## src/rtl/loop_nest_profiler.sv

```systemverilog
module loop_nest_profiler #(
  parameter int LOG_ENTRIES = 3,
  parameter int ADDR_W      = 16,
  parameter int CNT_W       = 32,
  localparam int ENTRIES    = 1 << LOG_ENTRIES,
  localparam int IDX_W      = LOG_ENTRIES + 1
) (
  input  logic                   clk,
  input  logic                   rst_n,
  input  logic                   prof_en,
  input  logic                   fetch_valid,
  input  logic [ADDR_W-1:0]      fetch_addr,
  input  logic                   cfg_we,
  input  logic [LOG_ENTRIES-1:0] cfg_idx,
  input  logic [2:0]             cfg_field,
  input  logic [CNT_W-1:0]       cfg_wdata,
  output logic [CNT_W-1:0]       cfg_rdata,
  output logic [CNT_W-1:0]       run_count,
  output logic [IDX_W-1:0]       cur_loop
);

  localparam logic [IDX_W-1:0] TOP_LEVEL = '1;

  logic [ADDR_W-1:0] start_q [ENTRIES];
  logic [ADDR_W-1:0] end_q   [ENTRIES];
  logic [IDX_W-1:0]  pred_q  [ENTRIES];
  logic [CNT_W-1:0]  local_q [ENTRIES];
  logic [CNT_W-1:0]  glob_q  [ENTRIES];
  logic [ENTRIES-1:0] valid_q;

  logic [CNT_W-1:0] cnt_q, cnt_n;
  logic [IDX_W-1:0] cur_q, cur_n;

  function automatic logic [CNT_W-1:0] sat_add(input logic [CNT_W-1:0] a, input logic [CNT_W-1:0] b);
    logic [CNT_W:0] s;
    s = {1'b0, a} + {1'b0, b};
    return s[CNT_W] ? '1 : s[CNT_W-1:0];
  endfunction

  logic [ENTRIES-1:0] match;
  for (genvar g = 0; g < ENTRIES; g++) begin : g_cam
    assign match[g] = valid_q[g] && (start_q[g] == fetch_addr);
  end

  logic [LOG_ENTRIES-1:0] hit_idx;
  always_comb begin
    hit_idx = '0;
    for (int i = ENTRIES - 1; i >= 0; i--)
      if (match[i]) hit_idx = LOG_ENTRIES'(i);
  end

  wire                   hit      = |match;
  wire [IDX_W-1:0]       hit_ext  = {1'b0, hit_idx};
  wire                   cur_act  = cur_q != TOP_LEVEL;
  wire [LOG_ENTRIES-1:0] cur_i    = cur_q[LOG_ENTRIES-1:0];
  wire [IDX_W-1:0]       up       = pred_q[cur_i];
  wire                   up_act   = up != TOP_LEVEL;
  wire                   go       = prof_en && fetch_valid;
  wire                   in_range = (fetch_addr >= start_q[cur_i]) && (fetch_addr <= end_q[cur_i]);
  wire                   leaving  = go && cur_act && !in_range;
  wire                   entering = go && !leaving && hit && (pred_q[hit_idx] == cur_q) && (hit_ext != cur_q);

  wire [CNT_W-1:0] parked  = up_act ? local_q[up[LOG_ENTRIES-1:0]] : '0;
  wire [CNT_W-1:0] restore = sat_add(sat_add(cnt_q, parked), CNT_W'(1));

  always_comb begin
    cnt_n = cnt_q;
    cur_n = cur_q;
    if (!prof_en) begin
      cnt_n = '0;
      cur_n = TOP_LEVEL;
    end else if (leaving) begin
      cnt_n = restore;
      cur_n = up;
    end else if (entering) begin
      cnt_n = CNT_W'(1);
      cur_n = hit_ext;
    end else if (go) begin
      cnt_n = sat_add(cnt_q, CNT_W'(1));
    end
  end

  always_ff @(posedge clk or negedge rst_n) begin
    if (!rst_n) begin
      cnt_q <= '0;
      cur_q <= TOP_LEVEL;
    end else begin
      cnt_q <= cnt_n;
      cur_q <= cur_n;
    end
  end

  always_ff @(posedge clk or negedge rst_n) begin
    if (!rst_n) begin
      valid_q <= '0;
      for (int i = 0; i < ENTRIES; i++) begin
        start_q[i] <= '0;
        end_q[i]   <= '0;
        pred_q[i]  <= TOP_LEVEL;
        local_q[i] <= '0;
        glob_q[i]  <= '0;
      end
    end else if (!prof_en) begin
      if (cfg_we) begin
        case (cfg_field)
          3'd0: start_q[cfg_idx] <= cfg_wdata[ADDR_W-1:0];
          3'd1: end_q[cfg_idx]   <= cfg_wdata[ADDR_W-1:0];
          3'd2: pred_q[cfg_idx]  <= cfg_wdata[IDX_W-1:0];
          3'd3: local_q[cfg_idx] <= cfg_wdata;
          3'd4: glob_q[cfg_idx]  <= cfg_wdata;
          3'd5: valid_q[cfg_idx] <= cfg_wdata[0];
          default: ;
        endcase
      end
    end else begin
      if (leaving) glob_q[cur_i] <= sat_add(glob_q[cur_i], cnt_q);
      if (entering && cur_act) local_q[cur_i] <= cnt_q;
    end
  end

  always_ff @(posedge clk or negedge rst_n) begin
    if (!rst_n) cfg_rdata <= '0;
    else begin
      case (cfg_field)
        3'd0:    cfg_rdata <= CNT_W'(start_q[cfg_idx]);
        3'd1:    cfg_rdata <= CNT_W'(end_q[cfg_idx]);
        3'd2:    cfg_rdata <= CNT_W'(pred_q[cfg_idx]);
        3'd3:    cfg_rdata <= local_q[cfg_idx];
        3'd4:    cfg_rdata <= glob_q[cfg_idx];
        3'd5:    cfg_rdata <= CNT_W'(valid_q[cfg_idx]);
        default: cfg_rdata <= '0;
      endcase
    end
  end

  assign run_count = cnt_q;
  assign cur_loop  = cur_q;

endmodule

```

## config.mk

```make
export PLATFORM = sky130hd
export DESIGN_NAME = loop_nest_profiler
export DESIGN_NICKNAME = d
export VERILOG_FILES = /design/src/rtl/loop_nest_profiler.sv
export SDC_FILE = /design/constraint.sdc
export NUM_CORES = 2
export LEC_CHECK = 0
export ABC_CLOCK_PERIOD_IN_PS = 14600
export BUFFER_PORTS_ARGS = -buffer_cell sky130_fd_sc_hd__buf_4
export CORE_ASPECT_RATIO = 0.75
export CORE_MARGIN = 10
export CORE_UTILIZATION = 45
export CTS_CLUSTER_DIAMETER = 200
export CTS_CLUSTER_SIZE = 12
export DETAILED_ROUTE_END_ITERATION = 12
export PLACE_DENSITY = 0.66
export RECOVER_POWER = 50
export SYNTH_ARGS = -nofsm -noshare
export SYNTH_HDL_FRONTEND = slang
export SYNTH_SLANG_ARGS = --single-unit
```

## constraint.sdc

```tcl
create_clock -name clk -period 14.6 [get_ports clk]
set_clock_uncertainty 0.2 [all_clocks]
set_input_delay 2.92 -clock clk [delete_from_list [all_inputs] [get_ports clk]]
set_output_delay 2.92 -clock clk [all_outputs]
set_load 0.02 [all_outputs]
```

## Yosys cells after proc, flatten, opt, wreduce, memory -nomap -nowiden

Cells that the tools add are included.

- Flip-flop bits (word level): 876
- Word-level logic and storage cells: 199
- Input bits: 59
- Output and inout port bits: 68
- Memory bits (writable): 0
- Memories kept: 0
- Bits in read-only memories: 0
- Latch bits: 0

- Add/subtract/negate cells: 4
- $lt $le $gt $ge: 10
- Shift operators: 0
- Bitwise operators: 5
- Multipliers: 0
- Eq/ne operators: 21
- Muxes and demuxes: 82
- Reductions and logical operators: 33
- Div/mod/pow operators: 0

Operators with widths:

| kind | count |
|---|---|
| $mux W256 | 8 |
| $bwmux W256 | 4 |
| $mux W32 | 19 |
| $bmux W32 S3 | 4 |
| $bwmux W128 | 2 |
| $bmux W16 S3 | 4 |
| $demux W32 S3 | 2 |
| $pmux W32 S6 | 1 |
| $mux W16 | 9 |
| $eq A16 B16 Y1 | 8 |
| $add A32 B1 Y33 const B | 2 |
| $add A32 B32 Y33 | 2 |
| $demux W16 S3 | 1 |
| $mux W4 | 10 |
| $bmux W4 S3 | 3 |
| $bwmux W32 | 1 |
| $mux W3 | 8 |
| $logic_and A1 B1 Y1 | 20 |
| $reduce_and A3 Y1 | 6 |
| $ge A16 B16 Y1 | 1 |
| $ge A4 B4 Y1 const B | 4 |
| $le A16 B16 Y1 | 1 |
| $not A3 Y4 | 4 |
| $demux W4 S3 | 1 |
| 21 further kinds | 30 |

## Depth between registers and ports, before layout

- Word-level depth: 20
- Mapped depth: 34
- Mapped depth without buffers: 29

## Worst setup path before layout

OpenSTA, ideal clock, no wires.

- Kind: flip-flop to flip-flop
- Start: register cur_q[2] (netlist: cur_loop[2])
- End: register cnt_q[20] (netlist: run_count[20])
- Data arrival time: 7078 ps
- Library setup time: 118 ps
- Period minus slack after synthesis: 7396 ps
- Cell stages (with the launch flop): 30
- Setup slack: 7204 ps
- Required time: 14282 ps
- Buffers on the path: 6
- Path through: dfstp_2 -> clkbuf_1 -> inv_2 -> nor2_1 -> a221oi_1 -> a21oi_1 -> a221oi_1 -> clkbuf_1 -> nor4_1 -> clkbuf_1 -> nor2_1 -> ha_1 -> fa_1 -> a211oi_1 -> o21ai_0 -> o311a_1 -> o21ai_0 -> a21boi_0 -> nor2_1 -> o21a_1 -> clkbuf_1 -> clkbuf_1 -> nand2b_1 -> ha_1 -> clkbuf_1 -> o21a_1 -> a311o_1 -> a21oi_1 -> a211oi_1 -> a21o_1

- Word-level cells in the longest chain between the ends: 16
- Elaborated cells between the ends (all ways): 38
- Those cells by class: add/sub: 2; order compare: 2; eq/ne: 5; mux: 18; bitwise: 2; reduce/logical: 9

RTL lines:

| element | line | source |
|---|---|---|
| start, declared | 32 | `logic [IDX_W-1:0] cur_q, cur_n;` |
| start signal, assigned | 89 | `cur_q <= cur_n;` |
| parallel branches: the longest is 16 deep, another holds $add A32 B32 Y33 | n/a |  |
| end signal, assigned | 88 | `cnt_q <= cnt_n;` |
| end, declared | 31 | `logic [CNT_W-1:0] cnt_q, cnt_n;` |

Parallel ways; which one is timed is not known. The select of a mux whose other input is x is not followed.
A chain may end at the register's enable or synchronous reset.

==> flow_summary.ini <==
[clock_network]
clk_pin_slew_worst_paths_ps = 60
hold_buffers = 0
clk_latency_ps = 710
clockBufferDepth = 3
cts_tree = yes
htreeDepth = 3
cts_sinks = 876
postCtsSetupRepairBufs = 0
cts_made_buffers = 82
clock-root-buffer = clkbuf_16
cts_resized = 0

[global_route]
antenna_found_initial = 11
track_usage = 0.358
grt_max_degree = 189
grt_first_pass_wirelength_mm = 368
overflow = 0
grt_pass1_vias = 51300

[yosys]
yosys.area.top_type_share = 0.384
syn_nets = 5911
yosysWarningCount = 0
ys_async_sr_fraction = 1.00
synth_seq_cells = 876
synth.distinct_cells = 80
yosysSeqAreaShare = 0.401
synth_ff_type = dfrtp_1
synth_area_leader_cell = dfrtp_1
synth_area_um2 = 54800
synth.avg_cell_area_um2 = 9.53
synth_enable_flop_cells = 0
synth.area.top_cells = dfrtp_1 38%, a22oi_1 8.8%, mux2_2 7.1%
syn-instance-count = 5751

[critical_path]
path_max_fanout = 168
startpoint_type = input pin
critPathRequiredTime_ps = 15080
cp_slowest_cell = clkbuf_1
critPathCaptureType = asynchronous set/reset pin
rr_startpoint = cur_loop[1]$_DFFE_PN1P_
path_class = input pin to asynchronous set/reset pin
slowest_delay_ps = 3420
worstSetupStartpoint = rst_n
worst_ep_arrival_time_ps = 10920
path_cells = clkbuf_1, clkbuf_2, buf_4

[floorplanning]
io_pins = 127
start_util = 0.455
num_rows = 110
die_y_um = 322
die_w_um = 423
dieArea_um2 = 136000
core-area_um2 = 120000

[layout]
fillers = 11200
final_util = 0.489
final_common_cell = dfrtp_1
drive_above_1_share = 0.147
syn2layout_area_growth_pct = 7.58
final_cell_mix = 840 x dfrtp_1, 645 x a22oi_1, 493 x nand2_1
fin_area_um2 = 58900
nNetsFinal = 5648

[timing]
relSlewSlack = -2.31
setup_viol = 0
max_freq_ghz = 0.0958
finalCritPeriodShare = 0.715
rsz0062_at_grt = false
final.setup.tns_ps = 0
setup_slack_ps = 4170
period_needed_ps = 10430
hold_viol = 0
slew_viol_final = 595
tightest_slew_ps = 4960

[run]
cap_viol_max_count = 10

[place]
detailed_place_hpwl_mm = 155
port_buffers = 126
place_ws_ps = 4990
globalplace.congestion = 1.02
placed_cell_area_um2 = 57000

[pwr]
seqPwrFrac = 0.372
power.density_nw_per_um2 = 153
comb_power_share = 0.404
p_int_mw = 5.06
vdd_ir_drop_max_mv = 0.126
power_switching_mw = 3.98
power_frac_clock = 0.224
p_leak_nw = 23.7
sw_frac_of_total = 0.441
finalPower_mw = 9.04

[route]
routed_wl_mm = 257
drcViolationCount = 0
first_pass_iters = 10
drtIter0Drc = 9665
via_per_inst = 7.63
vias = 54500
wl_per_cell_um = 36.0
ant_nets = 0

[status]
violations = max-capacitance violations, max-slew violations
outcome = finished, violations left

[worst_hold_path]
hold_start = local_q[190]$_DFFE_PN0P_
hold_path.class = flip-flop to flip-flop
## flip-flops by register name, indices dropped and copies added (netlist names)
name,flops
cfg_rdata,32
cur_loop,4
local_q,256
glob_q,256
end_q,128
run_count,32
valid_q,8
pred_q,32
start_q,128
## worst max-delay path, delay by kind of cell
kind	cells	cell delay, ps
buffers and inverters	3	7770
## power groups by stage
stage | logic (mW) | clock network (mW) | registers [mW]
floorplan | 2.21 | 0 | 3.24
global placement | 3.44 | 0 | 3.37
detailed placement | 3.49 | 0 | 3.37
CTS | 3.50 | 2.02 | 3.34
global route | 3.83 | 2.12 | 3.41
finish | 3.65 | 2.02 | 3.37
## synth_stat cells (all sizes together), types with 38 or more instances
library cell and number:
a211oi 38, a21o 65, a21oi 175, a221oi 106, a22o 62, a22oi 645, a31oi 57, a32oi 244
and3 46, buf 118, clkbuf 511, dfrtp 840, ha 99, inv 38, mux2 344, mux2i 60
nand2 498, nand3 132, nand4 116, nor2 275, nor3 43, o21ai 371, o2bb2ai 258, xnor2 122
xor2 74
## metal layers
metal | vias to the layer above | track usage | wire length [µm]
met2 | 4798 | 0.488 | 101000
met3 | 1186 | 0.149 | 39700
li1 | 21700 | - | -
met4 | 10 | 0.185 | 17200
met1 | 26700 | 0.481 | 99100
met5 | - | 0.00177 | 188
## stage by stage
step                cells  hold WS [ps]
finish               7137           312
global route         7135           329
CTS                  7131           307
detailed placement   7028           294
global placement     7028           293
floorplan            5751           266
## worst paths after layout
check	cells after the start	slack [ps]	to
setup / recovery	3	4170	valid_q[0]$_DFFE_PN0P_
hold / removal	1	310	local_q[190]$_DFFE_PN0P_
setup reg to reg	27	4570	run_count[6]$_DFFE_PN0P_
hold reg to reg	1	310	local_q[190]$_DFFE_PN0P_
max in group clk	27	4570	run_count[6]$_DFFE_PN0P_
min in group asynchronous	1	3810	local_q[9]$_DFFE_PN0P_
## cell families after synthesis
kind of cell | after synthesis | synth area share
AOI/OAI and AO/OA | 2193 | 0.293
and+or+nand+nor | 1279 | 0.109
buffers and inverters | 668 | 0.0468
xor gates and xnor gates | 196 | 0.0313
muxes | 438 | 0.0956
DFF | 876 | 0.401
adders and majority gates | 101 | 0.0233
## area by class of cell
type | instances | area (µm²) | area share
Multi-Input combinational cell | 4207 | 30700 | 0.520
Sequential cell | 876 | 22000 | 0.373
Clock buffer | 98 | 2110 | 0.0358
Tap cell | 1624 | 2030 | 0.0345
Timing Repair Buffer | 282 | 1930 | 0.0328
Inverter | 39 | 146 | 0.00248
Clock inverter | 5 | 81.3 | 0.00138
Antenna cell | 6 | 15.0 | 0.000255
No activity file was read; power rests on OpenSTA's default activity.
